**config.mk**
```make
export PLATFORM = sky130hd
export DESIGN_NAME = spi_cmd_front
export DESIGN_NICKNAME = d
export VERILOG_FILES = /design/src/rtl/spi_cmd_front.sv
export SDC_FILE = /design/constraint.sdc
export NUM_CORES = 1
export LEC_CHECK = 0
export BUFFER_PORTS_ARGS = -buffer_cell sky130_fd_sc_hd__buf_4
export CORE_UTILIZATION = 55
export CTS_CLUSTER_DIAMETER = 80
export DETAILED_ROUTE_END_ITERATION = 7
export GPL_TIMING_DRIVEN = 1
export PLACE_DENSITY = 0.86
export SYNTH_ARGS = -nofsm -noshare
export SYNTH_HDL_FRONTEND = slang
export SYNTH_SLANG_ARGS = --single-unit
```
**constraint.sdc**
```tcl
create_clock -name clk -period 1.95 [get_ports clk]
set_input_delay 0.39 -clock clk [delete_from_list [all_inputs] [get_ports clk]]
set_output_delay 0.39 -clock clk [all_outputs]
set_load 0.03 [all_outputs]
```
**src/rtl/spi_cmd_front.sv**
```systemverilog
module spi_cmd_front #(
  parameter logic [3:0] DEV_TYPE = 4'b0101,
  parameter int WR_BYTES = 1
) (
  input  logic       clk,
  input  logic       rst_n,
  input  logic       sck,
  input  logic       cs_n,
  input  logic       hold_n,
  input  logic       si,
  input  logic [1:0] addr_strap,
  output logic       so,
  output logic       so_oe,
  output logic       cmd_valid,
  output logic [3:0] cmd_op,
  output logic [1:0] cmd_chan,
  output logic [1:0] cmd_reg,
  output logic       wr_valid,
  output logic [7:0] wr_data,
  output logic       rd_req,
  input  logic [7:0] rd_data,
  output logic       done,
  output logic       done_ok
);
  localparam int DCW = $clog2(WR_BYTES + 2);
  localparam logic [DCW-1:0] WR_NEED = DCW'(WR_BYTES);

  typedef enum logic [1:0] {P_OFF, P_ID, P_INS, P_DAT} phase_t;

  phase_t         ph;
  logic           sck_q, cs_q;
  logic [2:0]     bit_cnt;
  logic [6:0]     sh_in;
  logic [7:0]     sh_out;
  logic [DCW-1:0] dat_cnt;
  logic           is_wr, is_rd, cmd_seen, complete, ld_pend;

  wire       live     = ~cs_n & hold_n;
  wire       rise     = live & sck & ~sck_q;
  wire       fall     = live & ~sck & sck_q;
  wire       cs_fall  = cs_q & ~cs_n;
  wire       cs_rise  = ~cs_q & cs_n;
  wire       last_bit = rise & (bit_cnt == 3'd7);
  wire [7:0] rx       = {sh_in, si};
  wire       id_ok    = rx == {DEV_TYPE, 2'b00, addr_strap};

  assign so    = sh_out[7];
  assign so_oe = live & is_rd;

  always_ff @(posedge clk or negedge rst_n) begin
    if (!rst_n) begin
      ph        <= P_OFF;
      sck_q     <= 1'b0;
      cs_q      <= 1'b0;
      bit_cnt   <= '0;
      sh_in     <= '0;
      sh_out    <= '0;
      dat_cnt   <= '0;
      is_wr     <= 1'b0;
      is_rd     <= 1'b0;
      cmd_seen  <= 1'b0;
      complete  <= 1'b0;
      ld_pend   <= 1'b0;
      cmd_valid <= 1'b0;
      cmd_op    <= '0;
      cmd_chan  <= '0;
      cmd_reg   <= '0;
      wr_valid  <= 1'b0;
      wr_data   <= '0;
      rd_req    <= 1'b0;
      done      <= 1'b0;
      done_ok   <= 1'b0;
    end else begin
      sck_q     <= sck;
      cs_q      <= cs_n;
      cmd_valid <= 1'b0;
      wr_valid  <= 1'b0;
      rd_req    <= 1'b0;
      done      <= 1'b0;
      done_ok   <= 1'b0;
      if (cs_n) begin
        ph       <= P_OFF;
        bit_cnt  <= '0;
        is_wr    <= 1'b0;
        is_rd    <= 1'b0;
        ld_pend  <= 1'b0;
        cmd_seen <= 1'b0;
        complete <= 1'b0;
        if (cs_rise && cmd_seen) begin
          done    <= 1'b1;
          done_ok <= complete;
        end
      end else if (cs_fall) begin
        ph      <= P_ID;
        bit_cnt <= '0;
      end else begin
        if (rise) begin
          sh_in   <= rx[6:0];
          bit_cnt <= bit_cnt + 3'd1;
        end
        if (last_bit) begin
          case (ph)
            P_ID: ph <= id_ok ? P_INS : P_OFF;
            P_INS: begin
              cmd_op    <= rx[7:4];
              cmd_chan  <= rx[3:2];
              cmd_reg   <= rx[1:0];
              cmd_valid <= 1'b1;
              cmd_seen  <= 1'b1;
              ph        <= P_DAT;
              dat_cnt   <= '0;
              is_wr     <= rx[7:6] == 2'b11;
              is_rd     <= rx[7:6] == 2'b10;
              complete  <= rx[7:6] != 2'b11;
              if (rx[7:6] == 2'b10) begin
                rd_req  <= 1'b1;
                ld_pend <= 1'b1;
              end
            end
            P_DAT: begin
              if (is_wr && !complete) begin
                wr_valid <= 1'b1;
                wr_data  <= rx;
                dat_cnt  <= dat_cnt + 1'b1;
                if (dat_cnt + 1'b1 == WR_NEED) complete <= 1'b1;
              end else if (is_rd) begin
                rd_req  <= 1'b1;
                ld_pend <= 1'b1;
              end
            end
            default: ;
          endcase
        end
        if (fall && is_rd) begin
          if (ld_pend) begin
            sh_out  <= rd_data;
            ld_pend <= 1'b0;
          end else begin
            sh_out <= {sh_out[6:0], 1'b0};
          end
        end
      end
    end
  end
endmodule


```
==> results of run 1 <==
power groups by stage:
| stage | Sequential (W) | Combinational [W] | Clock [W] |
|---|---|---|---|
| finish | 0.00109 | 0.000109 | 0.000612 |
| global placement | 0.00111 | 0.000104 | 0 |
| detailed placement | 0.00111 | 0.000111 | 0 |
| global route | 0.00109 | 0.000120 | 0.000671 |
| floorplan | 0.00110 | 0.0000552 | 0 |
| CTS | 0.00109 | 0.000110 | 0.000629 |
per-stage QoR:
stage	instance area, sq um	total power [W]	instances
final	2661	0.001812	253
after global routing	2661	0.001886	253
after CTS	2661	0.001829	253
after detailed placement	2566	0.001220	245
after global placement	2566	0.001211	245
after floorplan	2217	0.001154	160
metal layers:
| layer | up-vias | track usage | share of wire |
|---|---|---|---|
| li1 | 658 | - | - |
| met1 | 693 | 0.2660 | 0.41 |
| met2 | 38 | 0.3660 | 0.53 |
| met3 | 4 | 0.06424 | 0.043 |
| met4 | 0 | 0.07337 | 0.011 |
| met5 | - | 0 | 0 |
cell type report:
cell class	count	area (sq um)	area share
clock buffers	6	82.58	0.03103
clock inverters	2	12.51	0.004701
inverters	7	26.28	0.009873
well taps	48	60.06	0.02257
multi-input cells	99	908.4	0.3413
flip-flops and latches	50	1251	0.4701
repair buffers	41	320.3	0.1204
how the worst min path moves through the flow:
| stage | endpoint | from | depth (start not counted) | slack (ns) |
|---|---|---|---|---|
| 2_1_floorplan | bit_cnt[0] | rst_n | 0 | 0.09 |
| 3_3_place_gp | dat_cnt[1] | rst_n | 1 | 0.43 |
| 3_5_place_dp | done_ok | rst_n | 1 | 0.44 |
| 4_1_cts | done_ok | rst_n | 1 | 0.11 |
| 5_1_grt | cmd_seen | rst_n | 1 | 0.14 |
| 6_report | wr_valid | rst_n | 1 | 0.09 |
cells by family (layout without fill, tap and decap cells):
family | after synthesis | after routing | share of synthesized area
muxes | 42 | 42 | 0.2229
adders and majority gates | 5 | 5 | 0.02822
AOI/OAI and AO/OA | 16 | 16 | 0.05193
buffers and inverters | 11 | 56 | 0.02595
xor gates and xnor gates | 3 | 3 | 0.01185
DFF | 50 | 50 | 0.5643
and+or+nand+nor | 33 | 33 | 0.09482
cell usage after synthesis (2+ instances only):
cell,count,share of area
sky130_fd_sc_hd__o21ai_0,2,0.0045
sky130_fd_sc_hd__dfrtp_1,50,0.56
sky130_fd_sc_hd__o31ai_1,2,0.0068
sky130_fd_sc_hd__mux2_2,31,0.16
sky130_fd_sc_hd__nand4b_1,2,0.0079
sky130_fd_sc_hd__nand2_1,4,0.0068
sky130_fd_sc_hd__mux2_4,7,0.047
sky130_fd_sc_hd__or2_1,2,0.0056
sky130_fd_sc_hd__and2_1,2,0.0056
sky130_fd_sc_hd__ha_1,5,0.028
sky130_fd_sc_hd__nor2b_1,3,0.0085
sky130_fd_sc_hd__mux2i_1,4,0.018
sky130_fd_sc_hd__inv_1,6,0.010
sky130_fd_sc_hd__buf_6,2,0.010
sky130_fd_sc_hd__xnor2_1,2,0.0079
sky130_fd_sc_hd__a21oi_1,2,0.0045
sky130_fd_sc_hd__nor2_1,8,0.014
worst reg2reg max path, cell delays in order, from the launching register on:
cell and delay, ns:
sky130_fd_sc_hd__dfrtp_1 0.40, sky130_fd_sc_hd__ha_1 0.20, sky130_fd_sc_hd__ha_1 0.19, sky130_fd_sc_hd__and4b_1 0.31
sky130_fd_sc_hd__nand3_2 0.18, sky130_fd_sc_hd__buf_12 0.14, sky130_fd_sc_hd__mux2_2 0.33
==> summary.txt, run 1 <==
Outcome
  • Run status: finished, final reports clean

Setup path
  • Worst setup path endpoint: cmd_op[0]
  • Critical path cell sequence: ha_1, ha_1, and4b_1, nand3_2, buf_12, mux2_2
  • Startpoint of the most critical setup path: bit_cnt[0]
  • Family with the most delay on the worst path: simple AND/OR/NAND/NOR gates
  • Startpoint of the worst register-to-register path: bit_cnt[0]
  • RR Endpoint: cmd_op[0]
  • Slack of the worst reg-to-reg path: 0.10 ns
  • Kind of end point of the critical path: register
  • Critical path buffer and inverter count: 1
  • CP startpoint kind: register
  • Worst setup path class: reg2reg
  • Largest fanout on the critical path: 8
  • Logic depth of the worst register-to-register path: 6
  • Crit-path max cell delay: 0.40 ns
  • WP data required: 2.14 ns
  • Critical path depth: 6
  • Max stage delay cell, worst path: sky130_fd_sc_hd__dfrtp_1
  • Arrival time of the worst setup path: about 2.0 ns
  • Most prevalent standard cell on the critical path: sky130_fd_sc_hd__ha_1

Finish
  • Commonest non-fill, non-tap cell in the layout: sky130_fd_sc_hd__dfrtp_1
  • Fillers: 246
  • Largest registers in the final layout: sh_out x8, wr_data x8, sh_in x7
  • Leading cell types in the layout, fill and taps excluded: 50 x sky130_fd_sc_hd__dfrtp_1, 40 x sky130_fd_sc_hd__buf_4, 31 x sky130_fd_sc_hd__mux2_2
  • Ant diodes: 0
  • Area Growth Syn to Fin: 20.03%
  • Net count, final: ~230
  • Fraction of layout cells with a size suffix above 1: 0.4537
  • Util after Layout: 0.7057

Clock network
  • Clock buffers created by TritonCTS: 5
  • Number of resized instances in the post-cts repair step: 0
  • Post-CTS setup buffer count: 0
  • Hold-fix buffer count after cts: 0
  • # clock sinks: 50
  • CTS Buffer Depth: 2
  • Deepest level of the CTS H-tree: 2
  • TritonCTS clock tree: done
  • Cell at the root of the clock tree: sky130_fd_sc_hd__clkbuf_8
  • Clock slew seen by the registers of the worst setup and hold paths: 0.09 ns
  • Clock Latency Late Sink: 0.30 ns

Die
  • I/O pin count: 39
  • Site Rows: 22
  • Die Wd: about 65 microns
  • Vertical die dimension: 65.49 microns
  • CORE AREA: 3771 sq um
  • Full die area: 4289 sq um
  • Starting density of the core: 0.5879

Route
  • WL/cell: roughly 16 microns
  • Pre-Repair DR Iteration Count: 5
  • Vias per Instance: 5.506
  • Number of DRC violations after detailed-routing iteration 0: 71
  • Routed Wire Length: 4091 microns
  • Antenna-violating nets left: 0
  • Residual DRC: 0
  • Number of vias in the routed layout: approximately 1,400

Logic synthesis
  • Most used flip-flop cell after synthesis: sky130_fd_sc_hd__dfrtp_1
  • Number of enable-type register cells in the synthesized netlist: 0
  • Share of the yosys chip area belonging to registers: 0.5643
  • Proportion of synthesized flip-flops having asynchronous set or reset: 1.000
  • Yosys cell types: 43
  • Combined area of all synthesized cells: 2217 sq um
  • Per-instance average area after synthesis: 13.86 sq um
  • Number of cells produced by synthesis: 160
  • Register bit total from synthesis: 50
  • Number of nets produced by synthesis: 181
  • Count of synthesis-stage warnings from yosys: 0

Timing
  • Final period utilization: 0.9484
  • Final Worst Setup Slack: around 0.1 ns
  • Hold Violations, Final: 0
  • Setup-failing EPs final: 0
  • Final hold slack: 0.09360 ns
  • Final number of max-transition violations: 0
  • RSZ-0062 raised after global routing: no
  • Transition time of the tightest slew-check pin: between 0.6 and 0.7 ns
  • Total negative setup slack: 0 ns
  • Max frequency: 540.7 MHz
  • Final period demand of the worst path: approximately 1.8 ns
  • Slew Limit Headroom: 0.5897
  • Clock skew after layout: 0.008684 ns

Worst hold path
  • Path category of the worst min-delay check: in2async

Place
  • Post-DP HPWL: between 2000 and 3000 microns
  • Worst slack at placement: about 0.12 ns
  • Routability-driven placement congestion ratio: 0.9005
  • Quantity of I/O buffers inserted on ports: 38

Power
  • Flop pwr share: 0.602
  • P_sw: 0.0004102 W
  • Worst IR drop on VDD: 0.5768 mV
  • Switching Fraction: 0.2264
  • Leakage component of the power: 1.411 nW
  • Total power density per cell area: 680.8 nW/um^2
  • Cell internal pwr: around 0.0014 W
  • Combinational share of power: 0.060
  • Clock power frac: 0.338

Flow run
  • Count of max-cap constraint violations: 0

Global route
  • Vias in the first global route: 1,401
  • Largest net degree at the start of global routing: 51
  • Final global-route overflow total: 0
  • Total routing usage reported by global routing: 0.2175
  • First-pass GRT wire length: 6803 microns
  • Antenna violations before repair: 0
(Power assumes the default switching activity.)
==> run 2, diff against run 1 <==
Settings changed: ABC_AREA from default to 1, GPL_TIMING_DRIVEN 1 to default, PLACE_DENSITY 0.86 to 0.85.
==> run 2 against run 1 <==
Effect of this change:
- the flow now finishes with violations (DRC)
- cell count up 43%
- critical path depth is 2 higher
- critical path type unchanged
- clock-buffer cell count unchanged
- hold slack better by 0.0025 ns
- combinational power increased by 24%
- wire length is 11% higher
- first-iteration DRC count up 140%
- register-to-register slack improved by 0.20 ns
- fmax up 12%
- clock power decreased by 3.8%
- global-route usage up 1.6 points
==> summary.txt, run 2 <==
Timing
  • Setup-failing EPs final: 0
  • Final number of max-transition violations: 0
  • Max frequency: a little over 600 MHz
  • Slew Limit Headroom: 0.5913
  • RSZ-0062 raised after global routing: no
  • Hold Violations, Final: 0
  • Total negative setup slack: 0 ns
  • Transition time of the tightest slew-check pin: 0.6131 ns
  • Final period demand of the worst path: 1.650 ns
  • Final hold slack: a little under 0.1 ns
  • Final period utilization: 0.8464
  • Clock skew after layout: 0.008769 ns

Setup path
  • Largest fanout on the critical path: 12
  • Slack of the worst reg-to-reg path: 0.30 ns
  • Startpoint of the most critical setup path: bit_cnt[0]
  • Kind of end point of the critical path: register
  • Startpoint of the worst register-to-register path: bit_cnt[0]
  • Logic depth of the worst register-to-register path: 8
  • Critical path cell sequence: ha_1, ha_1, inv_1, nor2_4, nand3_1, buf_4, nand2_1, o21ai_1
  • RR Endpoint: cmd_op[2]
  • Worst setup path class: reg2reg
  • Worst setup path endpoint: cmd_op[2]
  • Crit-path max cell delay: 0.38 ns
  • Arrival time of the worst setup path: 1.84 ns
  • Most prevalent standard cell on the critical path: sky130_fd_sc_hd__ha_1
  • Max stage delay cell, worst path: sky130_fd_sc_hd__dfrtp_1
  • WP data required: 2.14 ns
  • CP startpoint kind: register

Logic synthesis
  • Count of synthesis-stage warnings from yosys: 0
  • Proportion of synthesized flip-flops having asynchronous set or reset: 1.000
  • Register bit total from synthesis: 50
  • Most area-consuming cells after synthesis: sky130_fd_sc_hd__dfrtp_1 55%, sky130_fd_sc_hd__nand2_1 13%, sky130_fd_sc_hd__o21ai_1 6.6%
  • Share of the yosys chip area belonging to registers: 0.5476
  • Number of enable-type register cells in the synthesized netlist: 0
  • Most frequently used cell type in the post-synthesis netlist: sky130_fd_sc_hd__nand2_1
  • Fraction of post-synthesis cell area in the top cell type by area: 0.5476
  • Per-instance average area after synthesis: 8.431 sq um
  • Most used flip-flop cell after synthesis: sky130_fd_sc_hd__dfrtp_1
  • Number of cells produced by synthesis: 271
  • Yosys cell types: 26
  • Cell taking the most area after synthesis: sky130_fd_sc_hd__dfrtp_1
  • Combined area of all synthesized cells: 2285 sq um
  • Number of nets produced by synthesis: between 200 and 300
  • Most frequent cells after synthesis: 79 x sky130_fd_sc_hd__nand2_1, 50 x sky130_fd_sc_hd__dfrtp_1, 35 x sky130_fd_sc_hd__inv_1

Finish
  • Area of combinational cells with multiple inputs: 830.8 sq um
  • Post-route design area: between 2000 and 3000 sq um
  • Fraction of layout cells with a size suffix above 1: 0.1955
  • Leading cell types in the layout, fill and taps excluded: 79 x sky130_fd_sc_hd__nand2_1, 50 x sky130_fd_sc_hd__dfrtp_1, 40 x sky130_fd_sc_hd__buf_4
  • Fillers: 318
  • Net count, final: approximately 330
  • Area Growth Syn to Fin: 17.52%
  • Ant diodes: 0
  • Largest registers in the final layout: sh_out x8, wr_data x8, sh_in x7
  • Flip-flop and latch area: 1251 sq um
  • Commonest non-fill, non-tap cell in the layout: sky130_fd_sc_hd__nand2_1

Power
  • Worst IR drop on VDD: roughly 0.40 mV
  • Switching Fraction: 0.2447
  • Total power density per cell area: 670.0 nW/um^2
  • Cell internal pwr: 0.001359 W
  • Flop pwr share: 0.597
  • Combinational share of power: 0.075
  • Leakage component of the power: around 1.4 nW
  • P_sw: 0.0004402 W
  • Clock power frac: 0.328

Place
  • Routability-driven placement congestion ratio: 0.8927
  • Post-place instance area: 2599 sq um
  • Quantity of I/O buffers inserted on ports: 38
  • Post-DP HPWL: 3310 microns

Clock network
  • CTS Buffer Depth: 2
  • Clock Latency Late Sink: approximately 0.31 ns
  • TritonCTS clock tree: done
  • Cell at the root of the clock tree: sky130_fd_sc_hd__clkbuf_8
  • Clock slew seen by the registers of the worst setup and hold paths: roughly 0.09 ns
  • Post-CTS setup buffer count: 0
  • Clock buffers created by TritonCTS: 5
  • Deepest level of the CTS H-tree: 2
  • # clock sinks: 50
  • Hold-fix buffer count after cts: 0
  • Number of resized instances in the post-cts repair step: 0

Route
  • Pre-Repair DR Iteration Count: 6
  • Vias per Instance: 5.127
  • Antenna-violating nets left: 0
  • Number of vias in the routed layout: 1,856
  • Residual DRC: 2
  • WL/cell: 12.49 microns
  • Routed Wire Length: 4523 microns
  • Number of DRC violations after detailed-routing iteration 0: 173

Die
  • Vertical die dimension: roughly 66 microns
  • Die Wd: 66.45 microns
  • Full die area: 4416 sq um
  • Site Rows: 23
  • Starting density of the core: 0.5712
  • I/O pin count: 39
  • CORE AREA: around 4000 sq um

Flow run
  • Count of max-cap constraint violations: 0

Global route
  • First-pass GRT wire length: 7596 microns
  • Vias in the first global route: 1,691
  • Total routing usage reported by global routing: 0.2331
  • Final global-route overflow total: 0
  • Largest net degree at the start of global routing: 51
  • Antenna violations before repair: 0

Outcome
  • Run status: finished, violations left
  • Violated checks: DRC

Worst hold path
  • Path category of the worst min-delay check: in2async
-- run 2: area by class of cell --
cell class | instances | share of cell area
multi-input combinational | 173 | 0.3094
tap | 50 | 0.02330
inverter | 41 | 0.05732
sequential | 50 | 0.4660
clock buffer | 6 | 0.02703
timing repair buffer | 40 | 0.1118
clock inverter | 2 | 0.005126
-- run 2: cell families (layout without fill, tap and decap cells) --
group	after synthesis	in the layout	share of synthesized area
simple gates	126	126	0.2415
flops	50	50	0.5476
buf+inv	48	89	0.08872
compound gates	41	41	0.09091
fa+ha+maj	5	5	0.02738
xor+xnor	1	1	0.003834
-- run 2: worst max-delay path: cells and delay by family (launching register included) --
kind	cells	cell delay [ns]
AND/OR/NAND/NOR	3	0.46
adder cells (fa/ha/maj)	2	0.34
flip-flops	1	0.38
buffers and inverters	2	0.30
AO/OA/AOI/OAI	1	0.06
-- run 2: worst min-delay path by stage --
stage | startpoint | endpoint | cells after the start | slack (ns)
after CTS | rst_n | sh_in[6] | 1 | 0.11
after floorplan | rst_n | bit_cnt[0] | 0 | 0.09
final | rst_n | sh_out[5] | 1 | 0.1
after global routing | rst_n | bit_cnt[0] | 1 | 0.15
after detailed placement | rst_n | sh_out[1] | 1 | 0.45
after global placement | rst_n | sh_out[5] | 1 | 0.44
-- run 2: metal layers --
layer,vias to the layer above,share of wire,GRT usage,wire length [microns]
met5,-,0,0,0
met4,0,0.020,0.09840,90
met3,11,0.045,0.05822,202
met2,51,0.47,0.3406,2120
met1,860,0.47,0.3303,2109
li1,934,-,-,-
-- run 2: stage by stage --
| step | util | setup WS [ns] | total power, W | cells |
|---|---|---|---|---|
| floorplan | - | 0.5478 | 0.001161 | 271 |
| global placement | 0.6497 | 0.3425 | 0.001225 | 354 |
| detailed placement | 0.6497 | 0.2780 | 0.001231 | 354 |
| CTS | 0.6713 | 0.3052 | 0.001811 | 362 |
| global route | 0.6713 | 0.2024 | 0.001869 | 362 |
| finish | 0.6713 | 0.2996 | 0.001799 | 362 |
-- run 2: power groups by stage --
stage                     registers, W  logic (W)  clock network (W)
after global placement         0.00109   0.000131                  0
after detailed placement       0.00109   0.000136                  0
after CTS                      0.00107   0.000136           0.000601
after global routing           0.00108   0.000152           0.000640
after floorplan                0.00110  0.0000616                  0
final                          0.00107   0.000135           0.000589
